`src/rtl/bst_pkg.sv`:
```
package bst_pkg;

  // Cycles from an input strobe to the matching output strobe:
  // one register per adder level, one re-frame per inner level,
  // plus the final shift and the output register.
  function automatic int tree_latency(input int levels, input int final_shift);
    return levels + (levels - 1) + final_shift + 1;
  endfunction

endpackage

```
`src/rtl/bst_delay.sv`:
```
module bst_delay #(
  parameter int DEPTH = 1
) (
  input  logic clk,
  input  logic rst,
  input  logic d,
  output logic q
);

  logic [DEPTH-1:0] stage_q;

  always_ff @(posedge clk) begin
    if (rst) begin
      stage_q <= '0;
    end else begin
      stage_q[0] <= d;
      for (int i = 1; i < DEPTH; i++) begin
        stage_q[i] <= stage_q[i-1];
      end
    end
  end

  assign q = stage_q[DEPTH-1];

endmodule

```
`src/rtl/bst_serial_add.sv`:
```
module bst_serial_add (
  input  logic clk,
  input  logic rst,
  input  logic a,
  input  logic b,
  input  logic first,
  output logic sum_q
);

  logic carry_q;
  logic cin;

  // The carry is dropped on the word's first bit, so words stay independent.
  assign cin = first ? 1'b0 : carry_q;

  always_ff @(posedge clk) begin
    if (rst) begin
      sum_q   <= 1'b0;
      carry_q <= 1'b0;
    end else begin
      sum_q   <= a ^ b ^ cin;
      carry_q <= (a & b) | (a & cin) | (b & cin);
    end
  end

endmodule

```
`src/rtl/bst_rescale.sv`:
```
module bst_rescale #(
  parameter int SHIFT = 1
) (
  input  logic clk,
  input  logic rst,
  input  logic d,
  input  logic old_lsb,
  output logic q
);

  logic fill;
  logic sign_hold;

  // The SHIFT bit times that start at the old word boundary carry dropped
  // low bits. They are replaced by the sign of the word before them.
  if (SHIFT == 1) begin : g_single
    assign fill = old_lsb;
  end else begin : g_multi
    logic [SHIFT-2:0] lsb_hist;
    always_ff @(posedge clk) begin
      if (rst) begin
        lsb_hist <= '0;
      end else begin
        lsb_hist[0] <= old_lsb;
        for (int i = 1; i < SHIFT - 1; i++) begin
          lsb_hist[i] <= lsb_hist[i-1];
        end
      end
    end
    assign fill = old_lsb | (|lsb_hist);
  end

  always_ff @(posedge clk) begin
    if (rst) begin
      sign_hold <= 1'b0;
    end else if (!fill) begin
      sign_hold <= d;
    end
  end

  assign q = fill ? sign_hold : d;

endmodule

```
`src/rtl/bit_serial_adder_tree.sv`:
```
module bit_serial_adder_tree
  import bst_pkg::*;
#(
  parameter int NUM_IN      = 16,
  parameter int WORD_BITS   = 12,
  parameter int FINAL_SHIFT = 2
) (
  input  logic              clk,
  input  logic              rst,
  input  logic [NUM_IN-1:0] prod_bits,
  input  logic              prod_lsb,
  output logic              sum_bit,
  output logic              sum_lsb
);

  localparam int LEVELS  = $clog2(NUM_IN);
  localparam int LATENCY = tree_latency(LEVELS, FINAL_SHIFT);

  if (NUM_IN != (1 << LEVELS) || LEVELS < 2) begin : g_bad_inputs
    $error("NUM_IN must be a power of two of at least 4");
  end
  if (WORD_BITS < FINAL_SHIFT + 2) begin : g_bad_word
    $error("WORD_BITS too short for the final shift");
  end

  // Heap numbering: node 1 is the root, node i has children 2i and 2i+1,
  // leaves NUM_IN..2*NUM_IN-1 are the inputs.
  logic [2*NUM_IN-1:1] node_bit;
  logic [NUM_IN-1:1]   node_sum;

  // st_lvl[d]: word-start strobe of the streams leaving depth d
  // add_st[d]: strobe of the registered adder sums at depth d
  logic [LEVELS:1]   st_lvl;
  logic [LEVELS-1:0] add_st;
  logic              scaled;

  assign st_lvl[LEVELS] = prod_lsb;

  for (genvar k = 0; k < NUM_IN; k++) begin : g_leaf
    assign node_bit[NUM_IN+k] = prod_bits[k];
  end

  for (genvar d = 0; d < LEVELS; d++) begin : g_lvl
    bst_delay #(.DEPTH(1)) u_add_st (
      .clk (clk),
      .rst (rst),
      .d   (st_lvl[d+1]),
      .q   (add_st[d])
    );

    if (d > 0) begin : g_half_st
      bst_delay #(.DEPTH(1)) u_half_st (
        .clk (clk),
        .rst (rst),
        .d   (add_st[d]),
        .q   (st_lvl[d])
      );
    end

    for (genvar j = 0; j < (1 << d); j++) begin : g_node
      localparam int IDX = (1 << d) + j;

      bst_serial_add u_add (
        .clk   (clk),
        .rst   (rst),
        .a     (node_bit[2*IDX]),
        .b     (node_bit[2*IDX+1]),
        .first (st_lvl[d+1]),
        .sum_q (node_sum[IDX])
      );

      if (d > 0) begin : g_half
        bst_rescale #(.SHIFT(1)) u_half (
          .clk     (clk),
          .rst     (rst),
          .d       (node_sum[IDX]),
          .old_lsb (add_st[d]),
          .q       (node_bit[IDX])
        );
      end else begin : g_root
        assign node_bit[IDX] = node_sum[IDX];
      end
    end
  end

  bst_rescale #(.SHIFT(FINAL_SHIFT)) u_final (
    .clk     (clk),
    .rst     (rst),
    .d       (node_bit[1]),
    .old_lsb (add_st[0]),
    .q       (scaled)
  );

  always_ff @(posedge clk) begin
    if (rst) begin
      sum_bit <= 1'b0;
    end else begin
      sum_bit <= scaled;
    end
  end

  bst_delay #(.DEPTH(FINAL_SHIFT + 1)) u_out_st (
    .clk (clk),
    .rst (rst),
    .d   (add_st[0]),
    .q   (sum_lsb)
  );

endmodule

```
`config.mk`:
```
export PLATFORM = sky130hd
export DESIGN_NAME = bit_serial_adder_tree
export DESIGN_NICKNAME = d
export VERILOG_FILES = /design/src/rtl/bst_pkg.sv /design/src/rtl/bst_delay.sv /design/src/rtl/bst_serial_add.sv /design/src/rtl/bst_rescale.sv /design/src/rtl/bit_serial_adder_tree.sv
export SDC_FILE = /design/constraint.sdc
export NUM_CORES = 1
export LEC_CHECK = 0
export BUFFER_PORTS_ARGS = -buffer_cell sky130_fd_sc_hd__buf_4
export CAP_MARGIN = 10
export CORE_MARGIN = 5
export CORE_UTILIZATION = 25
export DETAILED_ROUTE_END_ITERATION = 7
export SYNTH_ARGS = -nofsm -noshare
export SYNTH_HDL_FRONTEND = slang
export SYNTH_HIERARCHICAL = 1
export SYNTH_SLANG_ARGS = --single-unit
```
`constraint.sdc`:
```
create_clock -name clk -period 3.3 [get_ports clk]
set_input_delay 0.495 -clock clk [delete_from_list [all_inputs] [get_ports clk]]
set_output_delay 0.495 -clock clk [all_outputs]
set_load 0.005 [all_outputs]
```
==> metrics.md, run 1 <==
| Metric | Value |
|---|---|
| Status | `finished clean` |
| Power share of the sequential group | `45.6%` |
| Largest net degree at the start of global routing | `58` |
| Post-synthesis sequential area ratio | `49.2%` |
| Core area | `9150 sq um` |
| CP max stage delay | `0.64 ns` |
| Layout cell share with drive strength beyond 1 | `31.7%` |
| Avg Inst Size Synth | `12.2 sq um` |
| Final nets | `256` |
| Worst Clk Skew | `0.00578 ns` |
| Die Wd | `106 um` |
| VDD IR max | `0.357 mV` |
| CP delay by family, top | `flip-flops` |
| Post-Synth Simple-Gate Area | `23.6%` |
| DIE AREA | `11300 sq um` |
| CTS tree | `yes` |
| Switching Power | `361 uW` |
| Startpoint Class | `register` |
| Mux cell area share after synthesis | `9.06%` |
| Top-area cell type share of the netlist area | `49.2%` |
| Rows | `35` |
| DRC | `0` |
| Starting Density | `25.4%` |
| Rel. slew slack | `37.1%` |
| Largest cells by area after synthesis | `dfxtp_1 (49%), nor2b_4 (13%), fa_1 (13%)` |
| Unique masters post-synth | `12` |
| Synthesis-stage register bit count | `57` |
| Syn Nets | `225` |
| Clock buffer count from CTS | `9` |
| Finished Cell Area | `2840 sq um` |
| Compound-Gate Fraction of Synth Area | `0.431%` |
| Power consumption | `1.65 mW` |
| Achievable Freq | `0.599 GHz` |
| Clk root buf | `clkbuf_8` |
| Gate power share | `10.6%` |
| CP Cell Sequence | `mux2_4 -> inv_1 -> fa_1 -> nor2_1` |
| DR WL/cell | `8.17 um` |
| Crit path buf inv count | `1` |
| Hpwl dp | `1.95 mm` |
| I/O pins | `21` |
| Vias/cell | `3.70` |
| Most frequent cells in the layout | `dfxtp_1 (57), inv_1 (30), nor2_1 (30), nor2b_4 (22), buf_4 (20)` |
| Starting DRT DRC Count | `34` |
| Placed cell count | `322` |
| CP Max Fanout | `9` |
| First-pass GRT wire length | `5.27 mm` |
| Final hold vios | `0` |
| Via count | `1250` |
| Post-Synth XOR/XNOR Area | `0%` |
| Dpl cell area | `2610 sq um` |
| Post-route setup TNS | `0 ns` |
| Unrepaired setup endpoints after global routing | `false` |
| Crit end category | `register` |
| H-tree levels | `3` |
| Hold-fix buffer count after cts | `0` |
| PnR worst setup slack | `1.63 ns` |
| Adder-cell area share of the yosys netlist | `12.9%` |
| Internal | `1.29 mW` |
| Final global-route overflow total | `0` |
| Final setup viols | `0` |
| Crit path DAT | `1.85 ns` |
| Chip height | `106 um` |
| Synth area leader | `dfxtp_1` |
| Finished Layout Cells | `338` |
| LEAKAGE | `1.14 nW` |
| Post-CTS setup buffers | `0` |
| Final worst path period share | `50.6%` |
| Most common cell after layout, fill and taps aside | `dfxtp_1` |
| Fin util | `31.0%` |
| Antenna fix cells | `0` |
| Synth warn | `6` |
| Main combinational cell family by area after synthesis | `simple AND/OR/NAND/NOR gates` |
| Layout area overhead | `22.3%` |
| Hold Worst Slack | `0.433 ns` |
| Sw frac | `21.9%` |
| CTS max path bufs | `2` |
| CTS Sinks | `57` |
| WL final | `2.76 mm` |
| HP Class | `reg2reg` |
| CTS resizes | `0` |
| Worst skew pair latency | `0.32 ns` |
| Mapped Cells | `191` |
| Total track usage | `5.86%` |
| Pre-CTS setup slack | `1.61 ns` |
| Slowest CP cell | `dfxtp_1` |
| I/O Buffers | `20` |
| Cell Area, Synth | `2320 sq um` |
| Final min period | `1.67 ns` |
| Crit Path Class | `reg2reg` |
| CP Data Required Time | `3.48 ns` |
| Least-Margin Pin Slew | `0.944 ns` |
| Router iterations before antenna repair | `3` |
| Worst-path clk slew | `0.07 ns` |
| Max cap viols | `0` |
| Clock share of power | `43.8%` |
| PwrDens | `580 nW/um^2` |
| Fin. max-slew vios | `0` |
| Post-DRT Antenna Nets | `0` |
| Vias in the first global route | `1303` |
| Initial antenna violation count | `0` |
| Routability congestion estimate | `0.621` |
[synthesized netlist by cell type]
master / instances
nand2_1: 1
nor2b_1: 4
nor2_1: 30
or3b_1: 1
dfxtp_1: 57
fa_1: 15
nand2b_1: 15
inv_1: 30
a21oi_1: 1
nor2b_4: 22
mux2_4: 14
o21ai_0: 1
[layer usage]
metal	part of all wire, %	global-route usage [%]	vias up
met3	6.8	3.64	3
met1	41	6.08	598
li1	-	-	626
met2	51	9.86	23
met5	0	0	-
met4	0.98	1.67	0
[state kept, by name, summed over array words and instances, names as in the netlist]
name                                  count
g_lvl.g_half_st.u_half_st/q               3
g_lvl.g_node.g_half.u_half/sign_hold     14
g_lvl.g_node.u_add/carry_q               15
g_lvl.g_node.u_add/sum_q                 15
g_lvl.u_add_st/q                          4
sum_bit                                   1
u_final/g_multi.lsb_hist                  1
u_final/sign_hold                         1
u_out_st/stage_q                          3
[worst register-to-register path: stages (launching register included)]
cell	delay (ns)
dfxtp_1	0.64
mux2_4	0.26
inv_1	0.05
fa_1	0.53
nor2_1	0.04
[power by group through the flow]
stage	Clock (mW)	Sequential (mW)	Combinational [mW]
after floorplan	0	0.762	0.127
after global placement	0	0.765	0.172
after detailed placement	0	0.767	0.179
after CTS	0.753	0.751	0.180
after global routing	0.789	0.756	0.202
final	0.722	0.750	0.174
[path summary, 6_finish.rpt]
check             slack [ns]                        endpoint           startpoint  cells past startpoint
hold reg to reg         0.43             u_out_st/stage_q[2]  u_out_st/stage_q[1]                      1
setup / recovery        1.63  g_lvl[2].g_node[2].u_add/sum_q  g_lvl[3].u_add_st/q                      4
hold / removal          0.43             u_out_st/stage_q[2]  u_out_st/stage_q[1]                      1
setup reg to reg        1.63  g_lvl[2].g_node[2].u_add/sum_q  g_lvl[3].u_add_st/q                      4
[area by class of cell]
type	instances	area, sq um
Clock buffer	10	138
Clock inverter	6	90.1
Fill cell	913	6310
Inverter	30	113
Multi-Input combinational cell	104	1070
Sequential cell	57	1140
Tap cell	111	139
Timing Repair Buffer	20	150
[kinds of logic after synthesis]
family / after synthesis
AND/OR/NAND/NOR: 73
flip-flops: 57
buffers and inverters: 30
adder cells (fa/ha/maj): 15
multiplexers: 14
AO/OA/AOI/OAI: 2
Note: power is estimated with default switching activity, not from simulation.
==> inputs of run 2 (changes only) <==
==> constraint.sdc (replaced) <==
create_clock -name clk -period 1.45 [get_ports clk]
set_input_delay 0.2175 -clock clk [delete_from_list [all_inputs] [get_ports clk]]
set_output_delay 0.2175 -clock clk [all_outputs]
set_load 0.005 [all_outputs]
==> run 2 against run 1 <==
Against the previous run: die area unchanged; power grew 120%; non-clock buffer count rose by 6; first-iteration DRC count decreased by 15%; clock power is 100% higher; sequential share of layout area shrank 0.71 points; global-route usage is 0.36 points higher; clock-buffer cell count did not move; sequential power is 130% higher; combinational power increased by 150%; highest routed layer unchanged.
==> metrics.md, run 2 (synthesis gave the netlist of run 1 again) <==
| Metric | Value |
|---|---|
| Finished Layout Cells | `344` |
| Beginning of the worst register-to-register path | `g_lvl[3].u_add_st/q` |
| Worst skew pair latency | `0.33 ns` |
| WL final | `3.02 mm` |
| Antenna fix cells | `0` |
| Final hold vios | `0` |
| PwrDens | `1240 nW/um^2` |
| Starting Density | `25.4%` |
| Initial antenna violation count | `0` |
| FF-to-FF path depth | `5` |
| LEAKAGE | `1.17 nW` |
| Final global-route overflow total | `0` |
| WHS Endpoint | `g_lvl[3].u_add_st/q` |
| I/O Buffers | `20` |
| Layout area overhead | `25.0%` |
| Achievable Freq | `0.703 GHz` |
| Worst Clk Skew | `0.00815 ns` |
| Router iterations before antenna repair | `2` |
| DR WL/cell | `8.78 um` |
| DRC | `0` |
| Hold Path Origin | `prod_lsb` |
| Clk root buf | `clkbuf_8` |
| Most frequent cells in the layout | `dfxtp_1 (55), nor2_1 (30), inv_1 (23), nor2b_4 (22), buf_4 (21)` |
| Startpoint Class | `register` |
| Most common cell after layout, fill and taps aside | `dfxtp_1` |
| Status | `finished clean` |
| Power consumption | `3.60 mW` |
| Clock buffer count from CTS | `9` |
| CP Max Fanout | `5` |
| Die Wd | `106 um` |
| Post-DRT Antenna Nets | `0` |
| Layout cell share with drive strength beyond 1 | `37.3%` |
| Vias/cell | `3.81` |
| Final min period | `1.42 ns` |
| Rows | `35` |
| CTS Sinks | `57` |
| Total track usage | `6.22%` |
| Layout filler cell count | `922` |
| Largest net degree at the start of global routing | `24` |
| Flop-to-flop setup slack | `0.03 ns` |
| DIE AREA | `11300 sq um` |
| H-tree levels | `3` |
| Crit end category | `register` |
| Hold Crit Depth | `2` |
| Fin util | `31.7%` |
| Regs by FF count | `g_lvl.g_node.u_add/carry_q (15), g_lvl.g_node.u_add/sum_q (15), g_lvl.g_node.g_half.u_half/sign_hold (14)` |
| Chip height | `106 um` |
| Crit Path Class | `reg2reg` |
| Routability congestion estimate | `0.628` |
| Post-route setup TNS | `0 ns` |
| Crit path DAT | `1.69 ns` |
| Worst-path clk slew | `0.07 ns` |
| Rel. slew slack | `78.0%` |
| Vias in the first global route | `1383` |
| Critical path origin | `g_lvl[3].u_add_st/q` |
| Final setup viols | `0` |
| First-pass GRT wire length | `5.46 mm` |
| Placed cell count | `324` |
| Starting DRT DRC Count | `29` |
| Final nets | `262` |
| CP Data Required Time | `1.72 ns` |
| I/O pins | `21` |
| Max cap viols | `0` |
| Hold Worst Slack | `0.183 ns` |
| Final worst path period share | `98.1%` |
| Fin. max-slew vios | `0` |
| Worst flop-to-flop path endpoint | `g_lvl[2].g_node[0].u_add/sum_q` |
| HP Class | `in2reg` |
| Core area | `9150 sq um` |
| Least-Margin Pin Slew | `0.330 ns` |
| VDD IR max | `0.577 mV` |
| Unrepaired setup endpoints after global routing | `true` |
| CTS tree | `yes` |
| Via count | `1312` |
| CTS max path bufs | `2` |
| Hpwl dp | `2.12 mm` |
-- run 2: how the worst max path moves through the flow --
stage                                      to  slack [ns]  cells past startpoint
2_1_floorplan  g_lvl[2].g_node[0].u_add/sum_q        0.05                      4
3_3_place_gp   g_lvl[2].g_node[1].u_add/sum_q       -0.04                      4
3_5_place_dp   g_lvl[2].g_node[2].u_add/sum_q       -0.04                      4
4_1_cts        g_lvl[2].g_node[0].u_add/sum_q        0.01                      4
5_1_grt        g_lvl[2].g_node[3].u_add/sum_q       -0.06                      5
6_report       g_lvl[2].g_node[0].u_add/sum_q        0.03                      5
-- run 2: what timing repair did --
action,CTS,global route
hold buffers,0,0
setup buffers,0,4
setup endpoints to repair,6,4
gates resized for setup,2,12
pin swaps,0,5
gates cloned,0,0
-- run 2: cell type report --
class | count | area, sq um | area share [%]
clock buffers | 10 | 138 | 4.74
clock inverters | 6 | 67.6 | 2.33
inverters | 30 | 113 | 3.88
multi-input cells | 104 | 1070 | 36.8
flip-flops and latches | 57 | 1150 | 39.5
well taps | 111 | 139 | 4.79
repair buffers | 26 | 231 | 7.98
-- run 2: layer usage --
| layer | track usage [%] | wire length (um) |
|---|---|---|
| met1 | 5.78 | 1150 |
| met2 | 11.0 | 1610 |
| met3 | 2.98 | 191 |
| met4 | 3.79 | 65 |
| met5 | 0 | 0 |
-- run 2: power breakdown --
part | leakage, nW | total (mW) | internal [mW] | switching, mW
registers | 0.468 | 1.70 | 1.67 | 0.0318
logic | 0.603 | 0.433 | 0.254 | 0.179
clock network | 0.0985 | 1.47 | 0.841 | 0.626
total | 1.17 | 3.60 | 2.77 | 0.836
-- run 2: per-stage QoR --
step | cell area, sq um | worst slack [ns]
3_5_place_dp | 2650 | -0.0364
2_1_floorplan | 2320 | 0.0531
3_3_place_gp | 2650 | -0.0396
4_1_cts | 2860 | 0.0101
5_1_grt | 2900 | -0.0558
6_report | 2900 | 0.0277
-- run 2: worst max-delay path: stages, from the launching register on --
cell     delay (ns)
dfxtp_4        0.39
buf_6          0.13
mux2_4         0.31
inv_2          0.07
fa_1           0.38
nor2_1         0.09
